==> src/rtl/hcvt_pkg.sv <==
package hcvt_pkg;
  typedef enum logic [2:0] {
    CLS_ZERO,
    CLS_SUB,
    CLS_NORM,
    CLS_INF,
    CLS_NAN
  } hcvt_cls_e;
endpackage

==> src/rtl/hcvt_classify.sv <==
module hcvt_classify
  import hcvt_pkg::*;
#(
  parameter int EH = 5,
  parameter int FH = 10
) (
  input  logic [EH-1:0] exp_i,
  input  logic [FH-1:0] frac_i,
  input  logic          alt_i,
  output hcvt_cls_e     cls_o
);
  logic exp_zero, exp_top, frac_zero;

  always_comb begin
    exp_zero  = (exp_i == '0);
    exp_top   = (exp_i == '1);
    frac_zero = (frac_i == '0);
    if (exp_zero)
      cls_o = frac_zero ? CLS_ZERO : CLS_SUB;
    else if (exp_top && !alt_i)
      cls_o = frac_zero ? CLS_INF : CLS_NAN;
    else
      cls_o = CLS_NORM;
  end
endmodule

==> src/rtl/hcvt_lead.sv <==
module hcvt_lead #(
  parameter int W  = 10,
  localparam int PW = (W > 1) ? $clog2(W) : 1
) (
  input  logic [W-1:0]  val_i,
  output logic [PW-1:0] pos_o
);
  always_comb begin
    pos_o = '0;
    for (int i = 0; i < W; i++) begin
      if (val_i[i]) pos_o = PW'(i);
    end
  end
endmodule

==> src/rtl/hcvt_assemble.sv <==
module hcvt_assemble
  import hcvt_pkg::*;
#(
  parameter int EH = 5,
  parameter int FH = 10,
  parameter int ED = 11,
  parameter int FD = 52,
  localparam int PW = (FH > 1) ? $clog2(FH) : 1
) (
  input  hcvt_cls_e        cls_i,
  input  logic             sign_i,
  input  logic [EH-1:0]    exp_i,
  input  logic [FH-1:0]    frac_i,
  input  logic [PW-1:0]    lead_i,
  output logic [ED+FD:0]   dbl_o,
  output logic             inv_o
);
  localparam int BIAS_H   = (1 << (EH - 1)) - 1;
  localparam int BIAS_D   = (1 << (ED - 1)) - 1;
  localparam int NORM_ADJ = BIAS_D - BIAS_H;
  localparam int SUB_ADJ  = BIAS_D + 1 - BIAS_H - FH;
  localparam int PAD      = FD - FH;

  logic [ED-1:0] exp_d;
  logic [FH-1:0] frac_d;
  logic [FH-1:0] sub_frac;
  logic [PW:0]   sub_shift;

  always_comb begin
    sub_shift = (PW+1)'(FH) - {1'b0, lead_i};
    sub_frac  = frac_i << sub_shift;
    inv_o     = 1'b0;
    exp_d     = '0;
    frac_d    = '0;
    unique case (cls_i)
      CLS_ZERO: begin
        exp_d  = '0;
        frac_d = '0;
      end
      CLS_SUB: begin
        exp_d  = ED'(lead_i) + ED'(SUB_ADJ);
        frac_d = sub_frac;
      end
      CLS_NORM: begin
        exp_d  = ED'(exp_i) + ED'(NORM_ADJ);
        frac_d = frac_i;
      end
      CLS_INF: begin
        exp_d  = '1;
        frac_d = '0;
      end
      CLS_NAN: begin
        exp_d  = '1;
        frac_d = frac_i | {1'b1, {(FH-1){1'b0}}};
        inv_o  = ~frac_i[FH-1];
      end
      default: begin
        exp_d  = '0;
        frac_d = '0;
      end
    endcase
    dbl_o = {sign_i, exp_d, frac_d, {PAD{1'b0}}};
  end
endmodule

==> src/rtl/hcvt_widen.sv <==
module hcvt_widen
  import hcvt_pkg::*;
#(
  parameter int EH = 5,
  parameter int FH = 10,
  parameter int ED = 11,
  parameter int FD = 52
) (
  input  logic            clk,
  input  logic            rst,
  input  logic            alt_mode,
  input  logic            in_valid,
  output logic            in_ready,
  input  logic [EH+FH:0]  in_half,
  output logic            out_valid,
  input  logic            out_ready,
  output logic [ED+FD:0]  out_double,
  output logic            out_invalid
);
  localparam int PW = (FH > 1) ? $clog2(FH) : 1;

  logic          h_sign;
  logic [EH-1:0] h_exp;
  logic [FH-1:0] h_frac;
  hcvt_cls_e     cls;
  logic [PW-1:0] lead;
  logic [ED+FD:0] dbl_next;
  logic          inv_next;
  logic          take;

  assign h_sign = in_half[EH+FH];
  assign h_exp  = in_half[EH+FH-1:FH];
  assign h_frac = in_half[FH-1:0];

  hcvt_classify #(.EH(EH), .FH(FH)) u_cls (
    .exp_i  (h_exp),
    .frac_i (h_frac),
    .alt_i  (alt_mode),
    .cls_o  (cls)
  );

  hcvt_lead #(.W(FH)) u_lead (
    .val_i (h_frac),
    .pos_o (lead)
  );

  hcvt_assemble #(.EH(EH), .FH(FH), .ED(ED), .FD(FD)) u_asm (
    .cls_i  (cls),
    .sign_i (h_sign),
    .exp_i  (h_exp),
    .frac_i (h_frac),
    .lead_i (lead),
    .dbl_o  (dbl_next),
    .inv_o  (inv_next)
  );

  assign in_ready = ~out_valid | out_ready;
  assign take     = in_valid & in_ready;

  always_ff @(posedge clk) begin
    if (rst) begin
      out_valid <= 1'b0;
    end else if (in_ready) begin
      out_valid <= in_valid;
    end
  end

  always_ff @(posedge clk) begin
    if (rst) begin
      out_double  <= '0;
      out_invalid <= 1'b0;
    end else if (take) begin
      out_double  <= dbl_next;
      out_invalid <= inv_next;
    end
  end
endmodule

==> config.mk <==
export PLATFORM = sky130hd
export DESIGN_NAME = hcvt_widen
export DESIGN_NICKNAME = d
export VERILOG_FILES = /design/src/rtl/hcvt_pkg.sv /design/src/rtl/hcvt_classify.sv /design/src/rtl/hcvt_lead.sv /design/src/rtl/hcvt_assemble.sv /design/src/rtl/hcvt_widen.sv
export SDC_FILE = /design/constraint.sdc
export NUM_CORES = 1
export LEC_CHECK = 0
export BUFFER_PORTS_ARGS = -buffer_cell sky130_fd_sc_hd__clkbuf_2
export CAP_MARGIN = 10
export CORE_MARGIN = 3
export CORE_UTILIZATION = 51
export CTS_CLUSTER_DIAMETER = 40
export CTS_CLUSTER_SIZE = 16
export DETAILED_ROUTE_END_ITERATION = 16
export PLACE_DENSITY = 0.86
export SYNTH_ARGS = -nofsm -noshare
export SYNTH_HDL_FRONTEND = slang
export SYNTH_SLANG_ARGS = --single-unit
==> constraint.sdc <==
create_clock -name clk -period 5.3 [get_ports clk]
set_input_delay 0.795 -clock clk [delete_from_list [all_inputs] [get_ports clk]]
set_output_delay 0.795 -clock clk [all_outputs]
set_load 0.05 [all_outputs]
---- Word level (Yosys, flattened, before mapping) ----
Cells that the tools add are included.
storage, ports and cells
  word-level logic and storage cells ...... 37
  bits of input ports ..................... 21
  flip-flop bits (word level) ............. 24
  output and inout bits ................... 67
operators by class
  shifts and indexed selects .............. 1
  bitwise operators ....................... 4
  equal/unequal tests ..................... 5
  add/subtract/negate cells ............... 3
  reduce and logical (&&, ||, !) cells .... 5
  muxes and demuxes ....................... 16
operators with widths
  operator                                                           number
  11-bit one-hot mux with 3 select lines                             1
  10-bit one-hot mux with 3 select lines                             1
  3-bit 2-to-1 mux                                                   7
  4-bit by 10-bit adder with 11-bit output, second input constant    1
  5-bit by 10-bit adder with 11-bit output, second input constant    1
  10-bit logical NOT                                                 1
  10-bit by 5-bit left shift with 10-bit output                      1
  4-bit 2-to-1 mux                                                   2
  3-bit by 2-bit == test with 1-bit output, second input constant    2
  5-bit == test, second input constant                               1
  5-bit logical NOT                                                  1
  4-bit by 4-bit subtractor with 5-bit output, first input constant  1
  2-bit 2-to-1 mux                                                   2
  3-bit by 1-bit == test with 1-bit output, second input constant    1
  3-bit == test, second input constant                               1
  1-bit 2-to-1 mux                                                   3
  1-bit inverter                                                     2
  2-bit OR reduction                                                 1
  1-bit AND                                                          1
  1-bit logical AND                                                  1
  1-bit logical NOT                                                  1
  1-bit OR                                                           1

---- Depth between registers and ports, before layout ----
  depth after elaboration ................. 12
  mapped depth ............................ 13
  gate-level depth less buffers ........... 10

---- Modules after synthesis ----
A second synthesis with hierarchy kept.
unflattened totals
  cells, all modules ...................... 474
  area total of the unflattened synthesis .. 4065.1 sq um
by module, submodules not included
  module         seq. area each (sq um)  times used  cells an instance  area each (sq um)
  hcvt_widen     1321.3                  1           301                2886.5
  hcvt_assemble  0.0                     1           149                1028.5
  hcvt_classify  0.0                     1           12                 77.6
  hcvt_lead      0.0                     1           12                 72.6

---- Worst setup path before layout ----
OpenSTA, ideal clock, no wires.
  kind .................................... input to register
  start ................................... input port in_half[9]
  end ..................................... register out_double[47]
  slack ................................... 2.191 ns
  stages on the path ...................... 13
  data required time ...................... 5.214 ns
  setup time .............................. 0.086 ns
  data arrival time ....................... 3.024 ns
  buffers on the path ..................... 3
  path through ............................ buf_6 > or2_1 > buf_6 > o21ai_0 > and2_1 > inv_1 > ha_1 > or3_1 > and2_1 > buf_6 > nand2b_2 > o2111ai_1 > a211oi_1
on the way
  word-level cells in the longest chain between the ends .. 6
  elaborated cells between the ends (all ways) .. 12
  classes of those cells .................. add/sub (1); eq/ne (3); shift (1); mux (6); reduce/logical (1)
ends and longest elaborated chain
  what                                                                                                 RTL line             RTL
  from (decl)                                                                                          hcvt_widen.sv:14     input logic [EH+FH:0] in_half,
  parallel branches: the longest is 5 deep, another holds 4-bit by 4-bit subtractor with 5-bit output  --
  10-bit one-hot mux with 3 select lines (*)                                                           hcvt_assemble.sv:35  unique case (cls_i)
  to (signal assigned)                                                                                 hcvt_widen.sv:73     out_double <= dbl_next;
  to (decl)                                                                                            hcvt_widen.sv:17     output logic [ED+FD:0] out_double,
Every way passes the cells marked *.
A chain may end at the register's enable or synchronous reset.

---- Final worst setup path ----
  start ................................... input port in_half[9]
  end ..................................... register out_double[50]
The elaborated chain is that of the path after synthesis.

==> metrics.md <==
| Metric | Value |
|---|---|
| CP Data Required Time | 5.43 ns |
| Period utilization | 63.0% |
| Worst Setup Start Kind | input pin |
| Mean post-synth cell area | around 7.3 um^2 |
| Multi-input logic area | about 1200 um^2 |
| Power density cells | 253 nW/um^2 |
| Total gr overflow | 0 |
| Critical Path Slowest Stage Cell | ha_1 |
| CTS Buf Count | 3 |
| Ys flop type | dfxtp_1 |
| Post-synthesis sequential area ratio | 21.2% |
| Largest net degree at the start of global routing | 22 |
| Peak supply drop | 159 uV |
| HPWL after detailed placement | 3.69 mm |
| CTS max path bufs | 2 |
| Fin nets | 311 |
| Share of layout cells above drive strength 1 | 19.6% |
| CP cell instances | clkbuf_2 > nand2b_1 > o21ai_0 > and2_1 > ha_1 > inv_1 > nand2_1 > o21ai_0 > a221o_1 > o2111ai_1 > a311oi_1 |
| CP Capture Type | flip-flop |
| Tightest Hold Check Type | reg2reg |
| Post-synth top area share | 21.2% |
| First-pass GRT wire length | 7.27 mm |
| Total number of vias | 1804 |
| GRT Overall Usage | 21.0% |
| CTS tree | done |
| Post-route setup slack | 1.96 ns |
| Htree depth | 1 |
| Core Rows | 21 |
| Place WS | 1.71 ns |
| RSZ-0062 raised after global routing | no |
| R2R cell count | 6 |
| Die area | 4480 um^2 |
| Lkg Pwr | 0.000897 uW |
| Status | complete, no violations |
| Worst skew pair latency | ~0.25 ns |
| Top post-synthesis cells by area | dfxtp_1 21%, buf_4 18%, a21oi_1 5.0%, nor2_1 4.8%, o21ai_0 3.7% |
| Most used cells in the layout excluding fill and tap cells | 45 x clkbuf_2, 42 x conb_1, 24 x nor2_1 |
| Post-Syn Area | 1890 um^2 |
| CP startpoint | in_half[9] |
| Worst Setup EP | out_double[50] |
| DR pass1 iterations | 4 |
| ANT nets after route | 0 |
| Distinct cells, synth | 55 |
| Max Clock Skew | just over 0.002 ns |
| Worst-Margin Slew | about 0.73 ns |
| Postcts setup bufs | 0 |
| Area growth syn-to-layout | 2.64% |
| Wirelength per Cell | 14.1 um |
| Achievable frequency | about 300 MHz |
| Post-synth EDFFs | 0 |
| Most common cell after layout, fill and taps aside | clkbuf_2 |
| Max Cap Viol | 0 |
| DRC Markers | 0 |
| Setup tns final | 0 ns |
| # IOs | 88 |
| #FFs+latches synth | 20 |
| Setup-failing EPs final | 0 |
| Die Y | 66.9 um |
| Relative slew slack | 51.0% |
| Hold-fix buffers, CTS | 0 |
| Initial antenna violation count | 0 |
| Largest stage delay, worst path | just over 0.6 ns |
| Core area | 3440 um^2 |
| FF+latch area | 400 um^2 |
| Core Util, Final | 56.5% |
| Gate Count Post-Synth | 258 |
| Worst Path Arrival | 3.47 ns |
| DRT Wirelength | around 4.7 mm |
| Yosys top cell by area | dfxtp_1 |
| Buffers on Ports | 45 |
| Vias in the first global route | 1543 |
| Worst R2R Start | out_valid |
| Final min period | 3.34 ns |
| Post-CTS sizing | 0 |
| Final Max Tran Viols | 0 |
| Most used cell along the critical path | o21ai_0 |
| Initial DRC count | ~100 |
| Antenna Cells | 0 |
| FFs w/ async S/R, synth | 0% |
| GP Congestion | 0.969 |
| FF-to-FF End | out_double[51] |
| Clk sinks | 20 |
| Filler cells | 338 |
| CP max FO | 17 |
| R2r setup slk | 3.53 ns |
| Fin. Hold Viols | 0 |
| Root Buffer Master | clkbuf_8 |
| Syn. warnings | 0 |
| CP Class | in2reg |
| Worst-path clk slew | 0.07 ns |
| Die X | 66.9 um |
| Starting Density | between 50% and 60% |
| Via density | 5.43 |
==> metrics by stage <==
stage                     std cells  hold slack [ns]  power (uW)  cell area (um^2)
after floorplan                 299            0.671         385              2050
after global placement          329            0.444         395              1900
after detailed placement        329            0.451         396              1900
after CTS                       332            0.461         491              1940
after global routing            332            0.484         515              1940
final                           332            0.456         492              1940
==> cell usage after synthesis, drive strengths merged (3+ instances only) <==
| cell type | instances |
|---|---|
| buf | 52 |
| nor2 | 25 |
| dfxtp | 20 |
| a21oi | 19 |
| nand2 | 16 |
| o21ai | 16 |
| inv | 12 |
| clkbuf | 9 |
| nand3 | 7 |
| nor3 | 7 |
| a221oi | 6 |
| and2 | 6 |
| nor2b | 6 |
| a211oi | 5 |
| nand2b | 4 |
| o211ai | 4 |
| a32oi | 3 |
| mux2i | 3 |
| nor4 | 3 |
| o2111ai | 3 |
==> kinds of logic (layout without fill, tap and decap cells) <==
group,count (synthesis),after routing,share of synthesized area [%]
AND/OR/NAND/NOR,84,84,23.1
other,1,42,0.198
flip-flops,20,20,21.1
XOR/XNOR,1,1,0.463
AO/OA/AOI/OAI,74,74,27.2
adder cells (fa/ha/maj),2,2,1.32
buffers and inverters,73,60,25.0
multiplexers,3,3,1.59
==> cell type report <==
class,count,area share (%)
clock buffers,3,2.12
inverters,12,2.32
multi-input cells,206,60.4
flip-flops and latches,20,20.6
well taps,46,2.96
repair buffers,45,11.6
==> routing by layer <==
| layer | global-route usage, % | up-vias | wire length [um] |
|---|---|---|---|
| met2 | 35.6 | 83 | 2280 |
| met4 | 4.56 | 0 | 61 |
| met5 | 0 | - | 0 |
| met1 | 27.2 | 828 | 1990 |
| met3 | 4.05 | 6 | 345 |
| li1 | - | 887 | - |
==> worst max-delay path: cells and delay by family <==
family,cells,cell delay [ns]
fa+ha+maj,1,0.62
compound gates,5,0.92
buf+inv,2,0.44
simple gates,3,0.69
==> worst min path at each step <==
stage / start / end / slack, ns / depth (start not counted)
2_1_floorplan: out_double[52] / out_double[52] / 0.67 / 2
3_3_place_gp: out_double[63] / out_double[63] / 0.44 / 2
3_5_place_dp: out_double[62] / out_double[62] / 0.45 / 2
4_1_cts: out_double[62] / out_double[62] / 0.46 / 2
5_1_grt: out_double[53] / out_double[53] / 0.48 / 2
6_report: out_double[62] / out_double[62] / 0.46 / 2
==> flip-flops by register name (all words and copies together) (netlist names) <==
register     count
out_double      18
out_invalid      1
out_valid        1
==> power by group <==
part | total (uW) | switching, uW | internal (uW)
logic | 228 | 182 | 45.6
registers | 167 | 5.81 | 161
clock network | 97.4 | 46.8 | 50.6
Note: power is estimated with default switching activity, not from simulation.
